$ cat src/rtl/head_step_pkg.sv
package head_step_pkg;

    typedef enum logic [2:0] {
        ST_IDLE,
        ST_SETTLE,
        ST_PULSE,
        ST_DWELL,
        ST_DONE
    } step_state_t;

    // pulses a recalibrate may issue before reporting a fault
    localparam int RECAL_LIMIT = 77;
    // cylinder at which the reduced write current request starts
    localparam int LOW_CUR_CYL = 42;
    localparam int RECAL_CNT_W = 7;

endpackage

$ cat src/rtl/head_step_rate.sv
module head_step_rate #(
    parameter int UNIT_CLKS = 8000,
    parameter int CNT_W     = 17
) (
    input  logic [3:0]       code,
    output logic [CNT_W-1:0] interval
);
    logic [4:0] units;

    // inverted code: F is the shortest spacing, 0 wraps to the longest
    always_comb begin
        if (code == 4'd0)
            units = 5'd16;
        else
            units = 5'd16 - {1'b0, code};
        interval = CNT_W'(units) * CNT_W'(UNIT_CLKS);
    end
endmodule

$ cat src/rtl/head_step_cylbank.sv
module head_step_cylbank #(
    parameter int NDRV  = 4,
    parameter int CYL_W = 8,
    parameter int SEL_W = 2
) (
    input  logic             clk,
    input  logic             rst_n,
    input  logic             wr_en,
    input  logic [SEL_W-1:0] wr_sel,
    input  logic [CYL_W-1:0] wr_val,
    input  logic [SEL_W-1:0] rd_a_sel,
    input  logic [SEL_W-1:0] rd_b_sel,
    input  logic [SEL_W-1:0] rd_c_sel,
    output logic [CYL_W-1:0] rd_a,
    output logic [CYL_W-1:0] rd_b,
    output logic [CYL_W-1:0] rd_c
);
    logic [CYL_W-1:0] cyl [NDRV];

    for (genvar g = 0; g < NDRV; g++) begin : g_cyl
        always_ff @(posedge clk or negedge rst_n) begin
            if (!rst_n)
                cyl[g] <= '0;
            else if (wr_en && wr_sel == SEL_W'(g))
                cyl[g] <= wr_val;
        end
    end

    assign rd_a = cyl[rd_a_sel];
    assign rd_b = cyl[rd_b_sel];
    assign rd_c = cyl[rd_c_sel];
endmodule

$ cat src/rtl/head_step_seq.sv
module head_step_seq
    import head_step_pkg::*;
#(
    parameter int NDRV        = 4,
    parameter int CYL_W       = 8,
    parameter int UNIT_CLKS   = 8000,
    parameter int SETTLE_CLKS = 64,
    parameter int PULSE_CLKS  = 56
) (
    input  logic                    clk,
    input  logic                    rst_n,
    input  logic                    cmd_valid,
    input  logic                    cmd_recal,
    input  logic [$clog2(NDRV)-1:0] cmd_drive,
    input  logic [CYL_W-1:0]        cmd_cyl,
    input  logic [3:0]              rate_code,
    input  logic                    track0,
    input  logic [$clog2(NDRV)-1:0] query_drive,
    output logic                    step_out,
    output logic                    dir_out,
    output logic                    seek_mode,
    output logic [$clog2(NDRV)-1:0] unit_sel,
    output logic                    low_current,
    output logic [NDRV-1:0]         busy,
    output logic                    irq,
    output logic [$clog2(NDRV)-1:0] irq_drive,
    output logic                    seek_end,
    output logic                    equip_chk,
    output logic                    cmd_reject,
    output logic [CYL_W-1:0]        query_cyl
);
    localparam int SEL_W = $clog2(NDRV);
    localparam int CNT_W = $clog2(16 * UNIT_CLKS + 1);

    step_state_t state, nxt;

    logic [CNT_W-1:0]       cnt;
    logic [CNT_W-1:0]       interval;
    logic [SEL_W-1:0]       drv;
    logic [CYL_W-1:0]       tgt;
    logic                   recal_q;
    logic                   dir_q;
    logic                   fail_q;
    logic                   reject_q;
    logic [3:0]             rate_q;
    logic [RECAL_CNT_W-1:0] rcnt;

    logic [CYL_W-1:0] cur_cyl;
    logic [CYL_W-1:0] new_drv_cyl;
    logic             wr_en;
    logic [CYL_W-1:0] wr_val;

    logic accept, settle_end, pulse_end, dwell_end, arrived, give_up;

    head_step_rate #(.UNIT_CLKS(UNIT_CLKS), .CNT_W(CNT_W)) u_rate (
        .code     (rate_q),
        .interval (interval)
    );

    head_step_cylbank #(.NDRV(NDRV), .CYL_W(CYL_W), .SEL_W(SEL_W)) u_bank (
        .clk      (clk),
        .rst_n    (rst_n),
        .wr_en    (wr_en),
        .wr_sel   (drv),
        .wr_val   (wr_val),
        .rd_a_sel (drv),
        .rd_b_sel (cmd_drive),
        .rd_c_sel (query_drive),
        .rd_a     (cur_cyl),
        .rd_b     (new_drv_cyl),
        .rd_c     (query_cyl)
    );

    // condition decode
    always_comb begin
        accept     = (state == ST_IDLE) && cmd_valid;
        settle_end = (cnt == CNT_W'(SETTLE_CLKS - 1));
        pulse_end  = (cnt == CNT_W'(PULSE_CLKS - 1));
        dwell_end  = (cnt == interval - CNT_W'(PULSE_CLKS + 1));
        arrived    = recal_q ? track0 : (cur_cyl == tgt);
        give_up    = recal_q && !track0 && (rcnt == RECAL_CNT_W'(RECAL_LIMIT));
    end

    // next state
    always_comb begin
        nxt = state;
        unique case (state)
            ST_IDLE:   if (cmd_valid) nxt = ST_SETTLE;
            ST_SETTLE: if (settle_end) nxt = arrived ? ST_DONE : ST_PULSE;
            ST_PULSE:  if (pulse_end) nxt = ST_DWELL;
            ST_DWELL:  if (dwell_end) nxt = (arrived || give_up) ? ST_DONE : ST_PULSE;
            ST_DONE:   nxt = ST_IDLE;
            default:   nxt = ST_IDLE;
        endcase
    end

    // state register and command context
    always_ff @(posedge clk or negedge rst_n) begin
        if (!rst_n) begin
            state    <= ST_IDLE;
            cnt      <= '0;
            drv      <= '0;
            tgt      <= '0;
            recal_q  <= 1'b0;
            dir_q    <= 1'b0;
            fail_q   <= 1'b0;
            reject_q <= 1'b0;
            rate_q   <= 4'd0;
            rcnt     <= '0;
        end else begin
            state    <= nxt;
            cnt      <= (nxt != state) ? '0 : cnt + CNT_W'(1);
            reject_q <= cmd_valid && (state != ST_IDLE);
            if (accept) begin
                drv     <= cmd_drive;
                tgt     <= cmd_cyl;
                recal_q <= cmd_recal;
                rate_q  <= rate_code;
                dir_q   <= !cmd_recal && (cmd_cyl > new_drv_cyl);
                fail_q  <= 1'b0;
                rcnt    <= '0;
            end
            if (state == ST_PULSE && pulse_end)
                rcnt <= rcnt + RECAL_CNT_W'(1);
            if (state == ST_DWELL && dwell_end && !arrived && give_up)
                fail_q <= 1'b1;
        end
    end

    // present-cylinder update: per pulse on seeks, zero on recalibrate success
    always_comb begin
        wr_en  = (state == ST_PULSE && pulse_end && !recal_q) ||
                 (state == ST_DONE && recal_q && !fail_q);
        if (recal_q)
            wr_val = '0;
        else if (dir_q)
            wr_val = cur_cyl + CYL_W'(1);
        else
            wr_val = cur_cyl - CYL_W'(1);
    end

    // outputs
    always_comb begin
        step_out    = (state == ST_PULSE);
        seek_mode   = (state != ST_IDLE);
        dir_out     = dir_q;
        unit_sel    = drv;
        low_current = (cur_cyl >= CYL_W'(LOW_CUR_CYL));
        irq         = (state == ST_DONE);
        irq_drive   = drv;
        seek_end    = (state == ST_DONE);
        equip_chk   = (state == ST_DONE) && fail_q;
        cmd_reject  = reject_q;
        for (int i = 0; i < NDRV; i++)
            busy[i] = (state != ST_IDLE) && (drv == SEL_W'(i));
    end
endmodule

$ cat config.mk
export PLATFORM = sky130hd
export DESIGN_NAME = head_step_seq
export DESIGN_NICKNAME = d
export VERILOG_FILES = /design/src/rtl/head_step_pkg.sv /design/src/rtl/head_step_rate.sv /design/src/rtl/head_step_cylbank.sv /design/src/rtl/head_step_seq.sv
export SDC_FILE = /design/constraint.sdc
export NUM_CORES = 1
export LEC_CHECK = 0
export BUFFER_PORTS_ARGS = -buffer_cell sky130_fd_sc_hd__buf_2
export CORE_MARGIN = 2
export CORE_UTILIZATION = 55
export CTS_BUF_LIST = sky130_fd_sc_hd__clkbuf_4 sky130_fd_sc_hd__clkbuf_8 sky130_fd_sc_hd__clkbuf_16
export DETAILED_ROUTE_END_ITERATION = 7
export GPL_ROUTABILITY_DRIVEN = 0
export PLACE_DENSITY = 0.85
export SLEW_MARGIN = 10
export SYNTH_ARGS = -nofsm -noshare
export SYNTH_HDL_FRONTEND = slang
export SYNTH_SLANG_ARGS = --single-unit
$ cat constraint.sdc
create_clock -name clk -period 12.82 [get_ports clk]
set_input_delay 0.641 -clock clk [delete_from_list [all_inputs] [get_ports clk]]
set_output_delay 0.641 -clock clk [all_outputs]
set_load 0.02 [all_outputs]
Word-level counts from Yosys, hierarchy flattened. Cells that the tools add are included.

Bits in read-only memories: 0. Latch bits: 0. Word-level logic and storage cells: 101. Bits in writable memories: 0. Output and inout bits: 24. Memories: 0. Bits of input ports: 21. Register bits after elaboration: 77.

Bitwise gates (word level): 3. Reduce and logical (&&, ||, !) cells: 34. Add/subtract/negate cells: 6. Divide/modulo/power cells: 0. Equality and inequality tests: 13. Muxes and demuxes: 25. Magnitude comparators: 5. Shifts and indexed selects: 0. Multiply operators: 1.

Operator list (number): $mux W8 (8); $bmux W8 S2 (3); $eq A17 B6 Y1 const B (2); $logic_and A1 B1 Y1 (21); $mux W3 (6); $add A17 B1 Y17 const B (1); $eq A17 B17 Y1 (1); $mux W17 (1); $sub A17 B6 Y17 const B (1); $mux W7 (2); $pmux W3 S4 (1); $mul A5 B7 Y11 const B (1); $ge A3 B3 Y1 const B (3); $not A2 Y3 (3); $add A8 B1 Y8 const B (1); $eq A8 B8 Y1 (1); $ge A8 B6 Y1 const B (1); $gt A8 B8 Y1 (1); $sub A8 B1 Y8 const B (1); $add A7 B1 Y7 const B (1); $eq A7 B7 Y1 const B (1); $eq A3 B2 Y1 const B (2); $logic_not A1 Y1 (5); $mux W5 (1); 13 further kinds (18).

Depth between registers and ports, before layout. Gate-level depths: netlist (run 1).

Depth after elaboration: 12. Gate-level depth with buffers: 24. Mapped depth without buffers: 19.

Cells and area by module. From an unflattened synthesis (run 1), not the netlist that was laid out.

Cells, all modules: 569. Area total of the unflattened synthesis: 6022.0 um2.

By module, submodules not included: head_step_seq (cells an instance 375, seq. area each 1126.1 um2, area an instance 3447.1 um2, instances 1); head_step_cylbank (cells an instance 98, seq. area each 800.8 um2, area an instance 1779.2 um2, instances 1); head_step_rate (cells an instance 96, seq. area each 0.0 um2, area an instance 795.8 um2, instances 1).

Least setup slack after synthesis (run 1). No wires, ideal clock.

Kind: register -> register. Start: reg rate_q[0]. End: reg cnt[10]. Stages on the path, launching flop included: 25. Period minus slack after synthesis: 5.379 ns. Path buffers: 5. Required time: 12.686 ns. Setup time: 0.134 ns. Data arrival time: 5.244 ns. Slack: 7.441 ns. Path through: dfrtp_1 > clkbuf_1 > inv_1 > ha_1 > buf_1 > nor2_1 > nor2_1 > o2bb2ai_1 > ha_1 > clkbuf_1 > ha_1 > inv_1 > fa_1 > inv_1 > ha_1 > xor2_2 > nand4_1 > or3_4 > o31a_1 > or4b_1 > a21oi_2 > o2111a_1 > buf_6 > buf_12 > nor3_1.

Longest elaborated chain between the ends: 9. Elaborated cells on any way between the ends: 10. Those cells by class: 2 x add/sub; 1 x mul; 2 x eq/ne; 4 x mux; 1 x reduce/logical.

Ends and longest elaborated chain: from (decl) (line head_step_seq.sv:45) `logic [3:0] rate_q;`; from (signal assigned) (line head_step_seq.sv:118) `rate_q <= rate_code;`; $sub A5 B4 Y5 or $logic_not A4 Y1 (tied branches) (line head_step_rate.sv:15, head_step_rate.sv:12); $mux W5 (*) (line head_step_rate.sv:12) `if (code == 4'd0)`; $mul A5 B7 Y11 (*) (line head_step_rate.sv:16) `interval = CNT_W'(units) * CNT_W'(UNIT_CLKS);`; $sub A17 B6 Y17 (*) (line head_step_seq.sv:79) `dwell_end = (cnt == interval - CNT_W'(PULSE_CLKS + 1));`; $eq A17 B17 Y1 (*) (line head_step_seq.sv:79); $mux W3 (*) (line head_step_seq.sv:91) `ST_DWELL: if (dwell_end) nxt = (arrived || give_up) ? ST_DONE : ST_PULSE;`; $pmux W3 S4 (*) (line head_step_seq.sv:87) `unique case (state)`; $ne A3 B3 Y1 (*) (line head_step_seq.sv:112) `cnt <= (nxt != state) ? '0 : cnt + CNT_W'(1);`; $mux W17 (*) (line head_step_seq.sv:112); to (signal assigned) (line head_step_seq.sv:112); to (decl) (line head_step_seq.sv:37) `logic [CNT_W-1:0] cnt;`.

Mark *: on every way between the ends. The rest lies on a longest branch, timed or not. A chain may end at the register's enable or synchronous reset.

Worst setup path after layout (run 1).
Start: reg rate_q[0]. End: reg cnt[7].

Same word-level chain as after synthesis.

==> impl_metrics.ini, run 1 <==
[global_routing]
grt_pass1_wl_mm = 21.1
grt_overflow_total = 0
grt_pass1_vias = 4335
antenna_found_initial = 0
grt_max_degree = 78
track_usage = 0.240

[critical_path]
r2r-end = cnt[7]
critPathMaxStageDelay_ns = 0.60
endpoint_kind = flop
slowest_stage = o2111a_1
worstPathArrival_ns = 5.94
regToRegSetupSlack_ns = 7.08
criticalPathCategory = reg -> reg
worstPathRequired_ns = 13.03
cp_top_family = adder cells
crit_path_start_kind = flop
path_cells = inv_1 > ha_1 > nor2_1 > nor2_1 > o2bb2ai_1 > ha_1 > ha_1 > inv_1 > fa_1 > inv_1 > ha_1 > xor2_2 > nand4_1 > or3_4 > o31a_1 > or4b_1 > a21oi_2 > o2111a_1 > nor3_1
path_buf_inv = 3
cp_max_fo = 17
r2r_cells = 19
crit-reg2reg-launch = rate_q[0]
crit_top_cell = ha_1

[die]
die-area_mm2 = 0.0110
io_pins = 45
coreArea_mm2 = 0.00986
rows = 36
die_y_um = 105
fp.dieW_um = 105
start_util = 0.570

[timing]
finalCriticalPeriod_ns = 5.74
clock_skew_ns = 0.0182
finalSetupTns_ns = 0
rsz0062_at_grt = no
tightest_slew_ns = 0.968
final_hold_viol_count = 0
final-setup-viol-count = 0
period_share = 0.448
clock.fmax_mhz = 174
slew-limit-headroom = 0.354
slew_viol_final = 0

[finish]
multiInputGateArea_mm2 = 0.00340
num-fill-cells = 781
drive_above_1_share = 0.232
final_common_cell = dfrtp_1
area_growth_pct = 7.57
antenna_cells = 0
final_cell_mix = dfrtp_1 (77), mux2_2 (43), buf_2 (43)
num-nets-final = 629
regArea_mm2 = 0.00193
final_core_util = 0.613

[yosys]
netlist_area_mm2 = 0.00562
synth_cell_types = 60
async_reset_ff_frac = 1.00
synth_cells = 540
synth.top_cell.area_share = 0.343
synth_edf_count = 0
synthFlopType = dfrtp_1
synth_seq_area_share = 0.343
ys_ff_latch = 77
synth_nets = 604
synth_area_leaders = dfrtp_1 (34%), mux4_2 (9.6%), mux2_2 (8.6%), ha_1 (7.8%), xnor2_1 (4.2%)
yosys.area.top_type = dfrtp_1
yosysWarnings = 0
synth.avg_cell_area_um2 = 10.4

[detailed_routing]
detail_route.wirelength_mm = 12.7
drc_errors = 0
detail_route.first_pass.iterations = 4
via_per_inst = 6.09
routed-via-count = 4281
wire_per_inst_um = 18.0
drt_iter0_markers = 286
final_antenna_net_count = 0

[power_and_ir_drop]
powerDensity_mw_per_mm2 = 71.4
vdd_ir_drop_max_mv = 0.0558
power.leakage_uw = 0.00282

[clocking]
clk_pin_slew_worst_paths_ns = 0.10
clock-sinks = 77
cts-resized-gates = 0
clock_path_buffers = 2
cts_buffers = 9
cts_tree = yes
htreeDepth = 3
post_cts_buffers = 0
ctsHoldBuffers = 0
insertion_delay_ns = 0.36
root_buffer = clkbuf_8

[placed_design]
hpwlAfterDp_mm = 9.56
io_buffers = 44

[outcome]
status = complete, no violations

[hold_path]
hp-class = in -> async

[flow_run]
max_cap_violations = 0
==> area by class of cell <==
type / count / area share
repair buffers: 44 / 0.0368
multi-input cells: 395 / 0.563
well taps: 133 / 0.0275
clock buffers: 10 / 0.0228
clock inverters: 6 / 0.00786
flip-flops and latches: 77 / 0.319
inverters: 38 / 0.0236
==> worst max path at each step <==
stage          startpoint  endpoint  slack [ns]  cells past startpoint
2_1_floorplan   rate_q[0]   cnt[10]        7.44                     24
3_3_place_gp    rate_q[0]   cnt[16]        7.33                     19
3_5_place_dp    rate_q[0]    cnt[7]        7.09                     19
4_1_cts         rate_q[0]    cnt[7]        7.10                     19
5_1_grt         rate_q[0]    cnt[8]        6.62                     19
6_report        rate_q[0]    cnt[7]        7.08                     19
==> logic make-up after synthesis <==
family / after synthesis / synth area share
xor gates and xnor gates: 46 / 0.0730
AOI/OAI and AO/OA: 72 / 0.0859
muxes: 69 / 0.186
adders and majority gates: 43 / 0.106
DFF: 77 / 0.343
buffers and inverters: 68 / 0.0519
and+or+nand+nor: 165 / 0.154
==> report_power, final <==
| part | switching (µW) | internal [µW] |
|---|---|---|
| Clock | 95.3 | 76.4 |
| Sequential | 0.0670 | 243 |
| Combinational | 11.4 | 5.94 |
| Total | 107 | 325 |
==> per-layer routing <==
metal | vias to the layer above | track usage | share of wire
met5 | - | 0 | 0
met4 | 0 | 0.0790 | 0.015
met3 | 19 | 0.0262 | 0.034
met2 | 112 | 0.428 | 0.53
met1 | 2172 | 0.304 | 0.42
li1 | 1978 | - | -
==> cells in the mapped netlist (5+ instances only) <==
library cell and number:
nor3_1 30, fa_1 8, nand3b_1 6, dfrtp_1 77, a21oi_1 13, inv_1 38, xor2_1 18, clkbuf_1 22
and3_1 5, nand4_1 9, mux4_2 24, nand2_1 26, o21ai_0 23, nor2_1 34, a21o_1 6, xnor2_1 27
nor2b_1 7, ha_1 35, nor3b_1 7, nand2b_1 10, nand3_1 14, mux2_2 43
==> metrics by stage <==
stage | worst slack (ns) | cell area, µm² | hold slack [ns] | std cells | total power [µW]
2_1_floorplan | 7.44 | 5620 | 0.345 | 540 | 255
3_3_place_gp | 7.33 | 5860 | 0.447 | 687 | 264
3_5_place_dp | 7.09 | 5860 | 0.456 | 687 | 265
4_1_cts | 7.10 | 6050 | 0.456 | 703 | 436
5_1_grt | 6.62 | 6050 | 0.506 | 703 | 449
6_report | 7.08 | 6050 | 0.420 | 703 | 432
==> registers in the layout (all words and copies together), names as in the netlist <==
register and count:
u_bank.cyl 32, cnt 17, tgt 8, rcnt 7, rate_q 4, state 3
irq_drive 2, cmd_reject 1, dir_out 1, fail_q 1, recal_q 1
Note: power is estimated with default switching activity, not from simulation.
==> run 2, diff against run 1 <==
- ABC_AREA: not set -> 1
- PLACE_DENSITY: 0.85 -> 0.88
- clock period: 12.82 -> 4.8 ns (I/O delays scaled with it)
==> run 2 against run 1 <==
  * Critical path depth up 6
  * Clock-buffer cell count is 1 higher
  * Cell count increased by 40%
  * Global-route usage grew 2.9 points
  * Register-to-register slack lost 6.6 ns
  * Critical path type unchanged
  * Largest cell class unchanged
  * Highest routed layer unchanged
==> impl_metrics.ini, run 2 <==
[outcome]
status = complete, no violations

[critical_path]
crit_path_start_kind = flop
cp_max_fo = 17
regToRegSetupSlack_ns = 0.45
worstPathRequired_ns = 5.04
r2r-end = cnt[2]
r2r_cells = 25
crit-reg2reg-launch = rate_q[0]
endpoint_kind = flop
criticalPathCategory = reg -> reg
worstPathArrival_ns = 4.59
cp-startpoint = rate_q[0]

[yosys]
synth_nets = 869
yosysWarnings = 0
synth_cell_types = 43
synth_cells = 805
synth_edf_count = 0
netlist_area_mm2 = 0.00587
synth_most_common_cell = nand2_1
synth_area_leaders = dfrtp_1 (33%), nand2_1 (14%), ha_1 (7.5%), inv_1 (6.4%), o21ai_0 (6.2%)
synth_seq_area_share = 0.328
synth.top_cell.area_share = 0.328
synthFlopType = dfrtp_1
ys_ff_latch = 77
synthTopCellsByCount = nand2_1 (212), inv_1 (100), dfrtp_1 (77), o21ai_0 (73), nor2_1 (72)
synth.avg_cell_area_um2 = 7.29
yosys.area.top_type = dfrtp_1
async_reset_ff_frac = 1.00

[timing]
slew_viol_final = 0
rsz0062_at_grt = no
tightest_slew_ns = 0.977
clock.fmax_mhz = 230
clock_skew_ns = 0.0103
final-setup-viol-count = 0
final_hold_viol_count = 0
slew-limit-headroom = 0.349
finalCriticalPeriod_ns = 4.35
finalSetupTns_ns = 0
period_share = 0.905

[detailed_routing]
detail_route.first_pass.iterations = 6
detail_route.wirelength_mm = 14.5
final_antenna_net_count = 0
via_per_inst = 5.48
wire_per_inst_um = 14.8
drc_errors = 0
drt_iter0_markers = 450
routed-via-count = 5394

[global_routing]
grt_pass1_vias = 5093
grt_max_degree = 78
grt_pass1_wl_mm = 24.5
grt_overflow_total = 0
antenna_found_initial = 0
track_usage = 0.269

[finish]
drive_above_1_share = 0.118
num-fill-cells = 936
area_growth_pct = 8.66
final_core_util = 0.617
regArea_mm2 = 0.00193
final_common_cell = nand2_1
num-nets-final = 908
final_cell_area_mm2 = 0.00637
regMostFlops = u_bank.cyl
multiInputGateArea_mm2 = 0.00344
antenna_cells = 0
largest_reg_flops = 32
final_cell_mix = nand2_1 (212), inv_1 (100), dfrtp_1 (77)
top_regs = u_bank.cyl: 32 flops, cnt: 17 flops, tgt: 8 flops

[die]
coreArea_mm2 = 0.0103
rows = 37
start_util = 0.568
fp.dieW_um = 107
die-area_mm2 = 0.0115
io_pins = 45
die_y_um = 107

[clocking]
clk_pin_slew_worst_paths_ns = 0.08
clock_path_buffers = 2
insertion_delay_ns = 0.36
cts_tree = yes
cts_buffers = 9
htreeDepth = 3
root_buffer = clkbuf_8
clock-sinks = 77

[placed_design]
hpwlAfterDp_mm = 10.9
post_dp_cell_area_mm2 = 0.00617
io_buffers = 44

[hold_path]
hp-class = in -> async

[flow_run]
max_cap_violations = 0
[run 2: changes by cell type after synthesis, moves of 13 or more]
| cell | change |
|---|---|
| nand2_1 | +186 |
| inv_1 | +62 |
| o21ai_0 | +50 |
| mux2_2 | -43 |
| nor2_1 | +38 |
| nand3_1 | +28 |
| mux4_2 | -24 |
| nor3_1 | -20 |
| a21oi_1 | +17 |
| nor2_4 | +13 |
[run 2: logic make-up (layout without fill, tap and decap cells)]
logic type               Yosys count  count (layout)  share of synthesized area
flip-flops                        77              77                      0.328
adder cells (fa/ha/maj)           43              43                      0.102
XOR/XNOR                          33              33                     0.0493
buffers and inverters            125             169                     0.0858
AO/OA/AOI/OAI                    138             138                      0.130
AND/OR/NAND/NOR                  389             389                      0.304
[run 2: what timing repair did]
| item | in CTS | in global routing |
|---|---|---|
| gates resized for setup | 0 | 1 |
| endpoints found under the setup margin | 0 | 16 |
| hold buffers | 0 | 0 |
| setup buffers | 0 | 1 |
[run 2: worst max path at each step]
stage | endpoint | slack, ns
2_1_floorplan | cnt[15] | 0.59
3_3_place_gp | cnt[2] | 0.50
3_5_place_dp | cnt[2] | 0.35
4_1_cts | cnt[2] | 0.32
5_1_grt | cnt[5] | 0.08
6_report | cnt[2] | 0.45
[run 2: layout make-up]
cell class	count	share of cell area
clock inverter	5	0.00569
clock buffer	11	0.0228
timing repair buffer	48	0.0416
tap	136	0.0267
sequential	77	0.302
multi-input combinational	603	0.539
inverter	105	0.0618
[run 2: stage by stage]
step           setup slack (ns)  hold slack [ns]  instances
6_report                  0.455           0.0421        985
5_1_grt                  0.0752            0.120        985
4_1_cts                   0.317           0.0724        984
3_5_place_dp              0.346            0.455        968
3_3_place_gp              0.500            0.451        968
2_1_floorplan             0.588          -0.0556        805
[run 2: critical path, stage by stage, from the launching register on]
cell and delay, ns:
dfrtp_1 0.35, inv_1 0.09, ha_1 0.25, inv_1 0.06, nand2_1 0.07, nand2_4 0.14, inv_2 0.07, ha_1 0.34
fa_1 0.55, fa_1 0.43, ha_1 0.37, a21oi_1 0.19, nand3b_1 0.11, nand2_1 0.08, nand2_1 0.09, o21bai_1 0.18
nand2_1 0.07, nand2_1 0.05, nand2_1 0.05, inv_1 0.06, nand3_2 0.09, nand2_2 0.09, nand3_2 0.08, nand3_4 0.08
buf_12 0.19, nor2_1 0.07
[run 2: metal layers]
layer	share of wire	up-vias	track usage
met5	0	-	0
met4	0.026	0	0.0955
met3	0.062	34	0.0430
met2	0.48	181	0.436
met1	0.43	2498	0.366
li1	-	2681	-
Power of run 2 is not shown: default switching activity piles up to over one toggle a cycle in this logic, so the estimate is an artifact.
